`config.mk`:
```
export PLATFORM = sky130hd
export DESIGN_NAME = sdram_refresh_sched
export DESIGN_NICKNAME = d
export VERILOG_FILES = /design/src/rtl/sref_pkg.sv /design/src/rtl/sref_timer.sv /design/src/rtl/sref_arb.sv /design/src/rtl/sref_err.sv /design/src/rtl/sdram_refresh_sched.sv
export SDC_FILE = /design/constraint.sdc
export NUM_CORES = 1
export LEC_CHECK = 0
export BUFFER_PORTS_ARGS = -buffer_cell sky130_fd_sc_hd__buf_2
export CORE_AREA = 3 3 95 70
export DETAILED_ROUTE_END_ITERATION = 16
export DIE_AREA = 0 0 98 73
export SLEW_MARGIN = 20
export SYNTH_ARGS = -nofsm -noshare
export SYNTH_HDL_FRONTEND = slang
export SYNTH_SLANG_ARGS = --single-unit
```
`constraint.sdc`:
```
create_clock -name clk_i -period 2.4 [get_ports clk_i]
set_input_delay 0.12 -clock clk_i [delete_from_list [all_inputs] [get_ports clk_i]]
set_output_delay 0.12 -clock clk_i [all_outputs]
set_load 0.05 [all_outputs]
```
`src/rtl/sref_pkg.sv`:
```
package sref_pkg;
  typedef enum logic [1:0] {
    ARB_IDLE = 2'd0,
    ARB_HOST = 2'd1,
    ARB_REF  = 2'd2
  } arb_state_e;
endpackage

```
`src/rtl/sref_timer.sv`:
```
module sref_timer #(
  parameter int unsigned          PERIOD_W   = 16,
  parameter logic [PERIOD_W-1:0]  PERIOD_RST = 16'd1560
) (
  input  logic                clk_i,
  input  logic                rst_ni,
  input  logic                wr_i,
  input  logic [PERIOD_W-1:0] wdata_i,
  output logic                expire_o
);
  localparam logic [PERIOD_W-1:0] ONE = PERIOD_W'(1);

  logic [PERIOD_W-1:0] period_q, cnt_q;

  // a write in the same cycle wins over expiry
  assign expire_o = !wr_i && (period_q != '0) && (cnt_q == ONE);

  always_ff @(posedge clk_i or negedge rst_ni) begin
    if (!rst_ni) begin
      period_q <= PERIOD_RST;
      cnt_q    <= PERIOD_RST;
    end else if (wr_i) begin
      period_q <= wdata_i;
      cnt_q    <= wdata_i;
    end else if (period_q != '0) begin
      cnt_q <= (cnt_q == ONE) ? period_q : cnt_q - ONE;
    end
  end


  reload_chk: assert property (@(posedge clk_i) disable iff (!rst_ni)
    wr_i |=> (cnt_q == $past(wdata_i)));


  zero_hold_chk: assert property (@(posedge clk_i) disable iff (!rst_ni)
    (period_q == '0) |-> !expire_o);
endmodule

```
`src/rtl/sref_arb.sv`:
```
module sref_arb
  import sref_pkg::*;
(
  input  logic clk_i,
  input  logic rst_ni,
  input  logic expire_i,
  input  logic host_valid_i,
  input  logic acc_done_i,
  input  logic ref_done_i,
  output logic host_ready_o,
  output logic ref_req_o,
  output logic ref_pend_o,
  output logic ref_fin_o
);
  arb_state_e state_q, state_d;
  logic       pend_q;

  assign ref_fin_o    = (state_q == ARB_REF) && ref_done_i;
  assign ref_pend_o   = pend_q;
  assign ref_req_o    = (state_q == ARB_REF);
  assign host_ready_o = (state_q == ARB_IDLE) && !pend_q;

  always_comb begin
    state_d = state_q;
    unique case (state_q)
      ARB_IDLE: if (pend_q) state_d = ARB_REF;
                else if (host_valid_i) state_d = ARB_HOST;
      ARB_HOST: if (acc_done_i) state_d = ARB_IDLE;
      ARB_REF:  if (ref_done_i) state_d = ARB_IDLE;
      default:  state_d = ARB_IDLE;
    endcase
  end

  always_ff @(posedge clk_i or negedge rst_ni) begin
    if (!rst_ni) begin
      state_q <= ARB_IDLE;
      pend_q  <= 1'b0;
    end else begin
      state_q <= state_d;
      if (expire_i)       pend_q <= 1'b1;
      else if (ref_fin_o) pend_q <= 1'b0;
    end
  end


  req_hold_chk: assert property (@(posedge clk_i) disable iff (!rst_ni)
    (ref_req_o && !ref_done_i) |=> ref_req_o);


  req_drop_chk: assert property (@(posedge clk_i) disable iff (!rst_ni)
    (ref_req_o && ref_done_i) |=> !ref_req_o);


  host_keep_chk: assert property (@(posedge clk_i) disable iff (!rst_ni)
    (host_valid_i && host_ready_o) |=> (!ref_req_o && !host_ready_o));


  ref_block_chk: assert property (@(posedge clk_i) disable iff (!rst_ni)
    ref_req_o |-> !host_ready_o);
endmodule

```
`src/rtl/sref_err.sv`:
```
module sref_err (
  input  logic clk_i,
  input  logic rst_ni,
  input  logic expire_i,
  input  logic pend_i,
  input  logic fin_i,
  input  logic rd_i,
  input  logic irq_en_i,
  output logic err_o,
  output logic irq_o
);
  logic err_q, miss;

  // expiry while the prior refresh is still outstanding
  assign miss  = expire_i && pend_i && !fin_i;
  assign err_o = err_q;
  assign irq_o = err_q && irq_en_i;

  always_ff @(posedge clk_i or negedge rst_ni) begin
    if (!rst_ni) err_q <= 1'b0;
    else         err_q <= miss || (err_q && !rd_i);
  end


  sticky_chk: assert property (@(posedge clk_i) disable iff (!rst_ni)
    (err_q && !rd_i) |=> err_q);
endmodule

```
`src/rtl/sdram_refresh_sched.sv`:
```
module sdram_refresh_sched #(
  parameter int unsigned          PERIOD_W   = 16,
  parameter logic [PERIOD_W-1:0]  PERIOD_RST = 16'd1560
) (
  input  logic                clk_i,
  input  logic                rst_ni,
  input  logic                period_wr_i,
  input  logic [PERIOD_W-1:0] period_data_i,
  input  logic                irq_en_i,
  input  logic                status_rd_i,
  output logic                status_o,
  output logic                irq_o,
  output logic                ref_req_o,
  input  logic                ref_done_i,
  input  logic                host_valid_i,
  output logic                host_ready_o,
  input  logic                acc_done_i
);
  logic expire, ref_pend, ref_fin;

  sref_timer #(.PERIOD_W(PERIOD_W), .PERIOD_RST(PERIOD_RST)) u_timer (
    .clk_i    (clk_i),
    .rst_ni   (rst_ni),
    .wr_i     (period_wr_i),
    .wdata_i  (period_data_i),
    .expire_o (expire)
  );

  sref_arb u_arb (
    .clk_i        (clk_i),
    .rst_ni       (rst_ni),
    .expire_i     (expire),
    .host_valid_i (host_valid_i),
    .acc_done_i   (acc_done_i),
    .ref_done_i   (ref_done_i),
    .host_ready_o (host_ready_o),
    .ref_req_o    (ref_req_o),
    .ref_pend_o   (ref_pend),
    .ref_fin_o    (ref_fin)
  );

  sref_err u_err (
    .clk_i    (clk_i),
    .rst_ni   (rst_ni),
    .expire_i (expire),
    .pend_i   (ref_pend),
    .fin_i    (ref_fin),
    .rd_i     (status_rd_i),
    .irq_en_i (irq_en_i),
    .err_o    (status_o),
    .irq_o    (irq_o)
  );


  miss_set_chk: assert property (@(posedge clk_i) disable iff (!rst_ni)
    (expire && ref_pend && !(ref_req_o && ref_done_i)) |=> status_o);


  rd_clear_chk: assert property (@(posedge clk_i) disable iff (!rst_ni)
    (status_rd_i && !(expire && ref_pend)) |=> !status_o);


  irq_gate_chk: assert property (@(posedge clk_i) disable iff (!rst_ni)
    irq_o |-> (status_o && irq_en_i));


  pend_first_chk: assert property (@(posedge clk_i) disable iff (!rst_ni)
    ref_pend |-> !host_ready_o);
endmodule

```
==> impl_metrics.csv, run 1 <==
group,metric,value,unit
placed_design,io_buffer_count,27,
worst_setup_path,worstSetupEndpointType,"register",
die,dieArea,0.00715,mm2
logic_synthesis,syn_avg_cell_area,9.32,um2
global_routing,overflow,0,
cts,insertion_delay,0.28,ns
placed_design,dp_hpwl,3680,um
logic_synthesis,synth.most_common_cell,"nand2_1",
logic_synthesis,synth_area,0.00200,mm2
power_and_ir_drop,p_sw_frac,0.298,
power_and_ir_drop,p_per_area,625,mW/mm2
global_routing,grt_max_degree,37,
die,io_pins,28,
worst_setup_path,timing.critical_path.from,"u_timer.period_q[2]",
die,fp-row-count,23,
final_layout,layout-area-overhead-vs-synth,16.6,%
logic_synthesis,synth_edf_count,0,
worst_setup_path,start_kind,"register",
logic_synthesis,synth_compound_area_frac,0.177,
timing,setup_viol_count_final,0,
routing,wl,5090,um
global_routing,grt_usage,0.151,
logic_synthesis,synth_xor_area_frac,0.0350,
final_layout,drive_gt1_frac,0.266,
logic_synthesis,synthAdderAreaFrac,0.0125,
timing,finalClockSkew,0.00419,ns
routing,drc,0,
logic_synthesis,synth_top_area_cell,"dfrtp_1",
routing,viasPerCell,5.30,
routing,firstDrtPassIters,4,
worst_setup_path,r2r_cells,4,
timing,max_slew_margin,0.442,
logic_synthesis,synth_nets,241,
logic_synthesis,synthFlopType,"dfrtp_1",
cts,cts-buffers-inserted,5,
power_and_ir_drop,p_int,1.03,mW
die,initial_core_util,0.350,
logic_synthesis,synth.top_cell.area_share,0.350,
timing,clock.fmax,497,MHz
power_and_ir_drop,p_clk_frac,0.307,
placed_design,gp_congestion,0.819,
die,die_w,98,um
cts,clock-sinks,36,
cts,clk_path_buf_depth,2,
placed_design,place_area,0.00224,mm2
logic_synthesis,yosys_register_bits,36,
routing,wire_per_inst,15.7,um
worst_setup_path,critPathSlowestCell,"or3_1",
worst_setup_path,worst-setup-path-type,"register to register",
timing,period_share,0.839,
cts,cts_setup_buffers,0,
routing,route.vias.total,1712,
timing,setup-tns-final,0,ns
hold_path,hp-class,"input pin to register",
global_routing,grt_first_pass_wirelength,8540,um
job,max_cap_violations,0,
logic_synthesis,synth_top_family_by_area,"simple AND/OR/NAND/NOR gates",
routing,drt_iter0_markers,142,
timing,finalHoldViolCount,0,
worst_setup_path,cp_max_fo,14,
routing,antenna_left,0,
cts,cts_htree_levels,2,
power_and_ir_drop,p_sw,0.435,mW
run_status,status,"completed",
worst_setup_path,rr_startpoint,"u_timer.period_q[2]",
power_and_ir_drop,vdd_drop_max,0.000241,V
power_and_ir_drop,seqPwrFrac,0.519,
cts,tritoncts,"yes",
global_routing,antenna_found_initial,0,
logic_synthesis,ys_warn_count,0,
logic_synthesis,netlist_instances,215,
final_layout,nets,273,
cts,cts.clk_slew.worst_paths,0.07,ns
power_and_ir_drop,comb_power_share,0.174,
logic_synthesis,synthTopCellsByArea,"dfrtp_1 (35%), dfstp_2 (10%), nand2_1 (5.8%), mux2_2 (4.5%), a31oi_1 (3.4%)",
worst_setup_path,max_stage_delay,0.60,ns
logic_synthesis,synth_cell_types,47,
logic_synthesis,synth_common_cells,"nand2_1 (31), dfrtp_1 (28), nor2_1 (15)",
timing,rsz0062_at_grt,"false",
die,core_area,0.00573,mm2
global_routing,grt_pass1_vias,1651,
worst_setup_path,crit_chain,"or4_4 -> or3_1 -> a22oi_1 -> o21ai_1",
worst_setup_path,critPathRequiredTime,2.56,ns
logic_synthesis,synth-simple-area-share,0.220,
final_layout,regArea,911,um2
logic_synthesis,ys_seq_area_frac,0.455,
hold_path,min_from,"status_rd_i",
final_layout,postLayoutCellArea,0.00234,mm2
final_layout,fillers,573,
logic_synthesis,synthArstFlopShare,1.00,
power_and_ir_drop,leakage,1.01,nW
die,die_y,73,um
final_layout,diodes,0,
cts,cts_root_buf,"clkbuf_8",
logic_synthesis,synthMuxAreaShare,0.0450,
hold_path,holdPathStages,2,
final_layout,multiInputGateArea,980,um2
final_layout,postLayoutCoreUtil,0.408,
timing,drv_slew,0,
timing,worst_pin_slew,0.837,ns
timing,hold_slack,0.0101,ns
timing,post-route-min-period,2.01,ns
worst_setup_path,cp.arrival,2.17,ns
worst paths after layout:
kind / to / slack [ns]
setup / recovery: u_timer.cnt_q[0] / 0.39
hold / removal: u_err.err_o / 0.01
setup reg to reg: u_timer.cnt_q[0] / 0.39
hold reg to reg: u_timer.period_q[3] / 0.50
max in group asynchronous: u_arb.state_q[0] / 1.41
min in group asynchronous: u_timer.period_q[6] / 0.47
routing by layer:
layer	GRT usage	vias up	routed length, um	share of wire
li1	-	838	-	-
met1	0.234	811	2620	0.51
met2	0.205	56	2070	0.41
met3	0.0411	7	354	0.070
met4	0.0369	0	47	0.0092
met5	0	-	0	0
what timing repair did:
| item | in CTS | in global routing |
|---|---|---|
| resized for setup | 0 | 0 |
| hold endpoints to repair | 28 | 0 |
| hold buffers | 1 | 0 |
metrics by stage:
step	std cells	setup slack [ns]	total power, mW
floorplan	215	0.593	0.925
global placement	314	0.416	1.01
detailed placement	314	0.377	1.02
CTS	323	0.365	1.47
global route	323	0.212	1.55
finish	323	0.386	1.46
state kept, by name, summed over array words and instances (netlist names):
register,count
u_timer.cnt_q,16
u_timer.period_q,16
u_arb.state_q,2
u_arb.ref_pend_o,1
u_err.err_o,1
cells by family (layout without fill, tap and decap cells):
logic type               Yosys count  in the layout
AO/OA/AOI/OAI                     57             57
XOR/XNOR                           8              8
adder cells (fa/ha/maj)            2              2
buffers and inverters             25             58
flip-flops                        36             36
multiplexers                       8              8
AND/OR/NAND/NOR                   79             79
worst max-delay path, delay by kind of cell, from the launching register on:
kind / cells / cell delay, ns
AO/OA/AOI/OAI: 2 / 0.32
flip-flops: 1 / 0.42
AND/OR/NAND/NOR: 2 / 1.15
final cells by class:
| type | count | area share |
|---|---|---|
| repair buffers | 37 | 0.0911 |
| clock buffers | 8 | 0.0386 |
| well taps | 75 | 0.0402 |
| multi-input cells | 154 | 0.419 |
| flip-flops and latches | 36 | 0.390 |
| inverters | 13 | 0.0209 |
placed cells by master, fill, tap and decap left out, drive strengths merged, types with 2 or more instances in the layout:
cell type / n
o22ai: 7
o21ai: 18
mux2: 8
nor3: 4
buf: 36
nand2: 31
nor4: 7
inv: 12
clkbuf: 8
nor2b: 2
dfstp: 8
o211ai: 2
a31oi: 12
a22oi: 3
a21oi: 8
nand4: 5
ha: 2
dfrtp: 28
nor2: 15
nand3: 7
xnor2: 7
power groups by stage:
stage / sequential, mW / clock (mW) / combinational (mW)
4_1_cts: 0.756 / 0.460 / 0.256
6_report: 0.758 / 0.448 / 0.254
3_5_place_dp: 0.766 / 0 / 0.253
3_3_place_gp: 0.765 / 0 / 0.247
2_1_floorplan: 0.740 / 0 / 0.185
5_1_grt: 0.767 / 0.496 / 0.285
(Power assumes the default switching activity.)
==> inputs of run 2 (changes only) <==
Settings changed: ABC_AREA set to 1, CORE_AREA 3 3 95 70 to 3 3 101 74, DIE_AREA 0 0 98 73 to 0 0 104 77.
Clock period 2.4 ns to 1.97 ns, I/O delays scaled along.
==> run 2 against run 1 <==
Die area increased by 12%. Clock-buffer cell count fell by 2. Final area rose by 11%. Core utilization fell by 1.8 points. Sequential power up 21%. Power increased by 32%. Critical path depth is 3 higher. Combinational power grew 75%. Critical endpoint is now u_timer.cnt_q[12]. Largest power group unchanged.
==> impl_metrics.csv, run 2 <==
group,metric,value,unit
power_and_ir_drop,vdd_drop_max,0.000330,V
final_layout,nets,390,
logic_synthesis,synth_top_area_cell,"dfrtp_1",
routing,wire_per_inst,12.2,um
timing,rsz0062_at_grt,"false",
cts,clk_path_buf_depth,2,
routing,route.vias.total,2061,
logic_synthesis,synth_cell_types,26,
routing,drt-met1-wl,3110,um
logic_synthesis,synth.top_cell.area_share,0.310,
routing,firstDrtPassIters,4,
worst_setup_path,r2r-end,"u_timer.cnt_q[12]",
logic_synthesis,synth_area,0.00226,mm2
die,die_y,77,um
timing,setup_viol_count_final,0,
cts,clock-sinks,36,
job,max_cap_violations,0,
die,fp-row-count,25,
global_routing,grt_first_pass_wirelength,9670,um
placed_design,dp_hpwl,4300,um
cts,cts-buffers-inserted,5,
cts,cts_root_buf,"clkbuf_8",
final_layout,diodes,0,
die,io_pins,28,
die,core_area,0.00663,mm2
global_routing,grt_usage,0.149,
final_layout,reg_top3,"u_timer.cnt_q (16), u_timer.period_q (16), u_arb.state_q (2)",
power_and_ir_drop,leakage,1.41,nW
worst_setup_path,r2r_cells,7,
routing,wl_met2,2160,um
hold_path,holdPathStages,3,
hold_path,hp-class,"input pin to register",
hold_path,min_from,"period_data_i[8]",
die,initial_core_util,0.341,
worst_setup_path,r2r_slack,0.34,ns
global_routing,grt_pass1_vias,1967,
worst_setup_path,critPathRequiredTime,2.19,ns
cts,post_cts_resized,0,
run_status,status,"completed",
worst_setup_path,rr_startpoint,"u_timer.cnt_q[5]",
timing,worst_pin_slew,0.821,ns
routing,drc,0,
routing,route.met3.wl,306,um
cts,tritoncts,"yes",
timing,max_slew_margin,0.453,
worst_setup_path,worstSetupEndpointType,"register",
routing,antenna_left,0,
logic_synthesis,synthFlopType,"dfrtp_1",
routing,highest_layer,"met4",
global_routing,antenna_found_initial,0,
power_and_ir_drop,p_per_area,745,mW/mm2
cts,insertion_delay,0.30,ns
logic_synthesis,ys_seq_area_frac,0.402,
placed_design,dp.cells,450,
final_layout,postLayoutCoreUtil,0.390,
logic_synthesis,syn_avg_cell_area,6.78,um2
worst_setup_path,start_kind,"register",
global_routing,grt_max_degree,37,
logic_synthesis,synth_nets,360,
final_layout,final_common_cell,"nand2_1",
routing,wl,5600,um
logic_synthesis,synthArstFlopShare,1.00,
final_layout,final_cells,459,
logic_synthesis,synth_common_cells,"nand2_1 (128), nor2_1 (48), inv_1 (35)",
placed_design,gp_congestion,0.857,
final_layout,drive_gt1_frac,0.208,
timing,finalHoldViolCount,0,
timing,drv_slew,0,
final_layout,layout-area-overhead-vs-synth,14.3,%
logic_synthesis,synth.most_common_cell,"nand2_1",
timing,post-route-min-period,1.63,ns
cts,cts_setup_buffers,0,
final_layout,final_cell_mix,"nand2_1 (128), nor2_1 (48), inv_1 (35)",
cts,cts_htree_levels,2,
timing,clock.fmax,614,MHz
logic_synthesis,synthTopCellsByArea,"dfrtp_1 (31%), nand2_1 (21%), dfstp_2 (9.3%), nor2_1 (8.0%), inv_1 (5.8%)",
hold_path,hold_end,"u_timer.period_q[8]",
logic_synthesis,ys_warn_count,0,
final_layout,fillers,747,
die,dieArea,0.00801,mm2
placed_design,io_buffer_count,27,
cts,cts.clk_slew.worst_paths,0.08,ns
global_routing,overflow,0,
timing,setup-tns-final,0,ns
logic_synthesis,netlist_instances,334,
routing,viasPerCell,4.49,
worst_setup_path,worst-setup-path-type,"register to register",
worst_setup_path,cp_max_fo,4,
logic_synthesis,yosys_register_bits,36,
die,die_w,104,um
worst_setup_path,cp.arrival,1.85,ns
timing,period_share,0.827,
logic_synthesis,synth_edf_count,0,
timing,finalClockSkew,0.00631,ns
routing,drt_iter0_markers,122,
==> run 2: through the flow <==
| step | instance area, um2 | hold WS (ns) | power, mW | setup WS [ns] |
|---|---|---|---|---|
| after floorplan | 2260 | -0.197 | 1.24 | 0.349 |
| after global placement | 2480 | 0.250 | 1.37 | 0.377 |
| after detailed placement | 2480 | 0.256 | 1.37 | 0.379 |
| after CTS | 2590 | 0.0214 | 1.94 | 0.356 |
| after global routing | 2590 | 0.0356 | 2.05 | 0.188 |
| final | 2590 | 0.0234 | 1.93 | 0.341 |
==> run 2: report_power, final <==
part           internal [mW]  switching [mW]
Clock                  0.279           0.286
Combinational          0.159           0.286
Sequential             0.833          0.0838
Total                   1.27           0.657
==> run 2: final cells by class <==
type	instances	area (um2)	area share
Multi-Input combinational cell	254	1160	0.450
Sequential cell	36	911	0.352
Timing Repair Buffer	31	168	0.0648
Inverter	36	135	0.0522
Tap cell	94	118	0.0455
Clock buffer	6	82.6	0.0319
Clock inverter	2	10.0	0.00387
==> run 2: how the worst max path moves through the flow <==
stage,start,end,slack (ns),cells after the start
3_5_place_dp,u_timer.cnt_q[1],u_timer.cnt_q[6],0.38,9
3_3_place_gp,u_timer.cnt_q[5],u_timer.cnt_q[12],0.38,7
6_report,u_timer.cnt_q[5],u_timer.cnt_q[12],0.34,7
5_1_grt,u_timer.cnt_q[5],u_timer.cnt_q[15],0.19,7
2_1_floorplan,u_arb.state_q[0],u_arb.state_q[0],0.35,3
4_1_cts,u_timer.cnt_q[5],u_timer.cnt_q[12],0.36,7
==> run 2: routing by layer <==
layer  track usage  vias to the layer above
met5             0                        -
met4        0.0452                        0
met3        0.0320                        2
met2         0.198                       49
met1         0.235                      923
li1              -                     1087
==> run 2: what timing repair did <==
action	CTS	global route
hold buffers	1	0
endpoints found under the hold margin	28	0
endpoints found under the setup margin	0	0
==> run 2: critical path, cell delays in order, from the launching register on <==
cell	delay, ns
dfrtp_1	0.43
nor2_2	0.20
nand2_1	0.13
nor2_1	0.18
nand3_1	0.22
nand3_1	0.21
nand2_1	0.07
a21oi_1	0.12
==> run 2: cells by family after synthesis <==
kind of cell,count (synthesis),share of synthesized area
simple gates,224,0.421
buf+inv,44,0.0835
flops,36,0.402
compound gates,25,0.0702
xor+xnor,3,0.0116
fa+ha+maj,2,0.0111
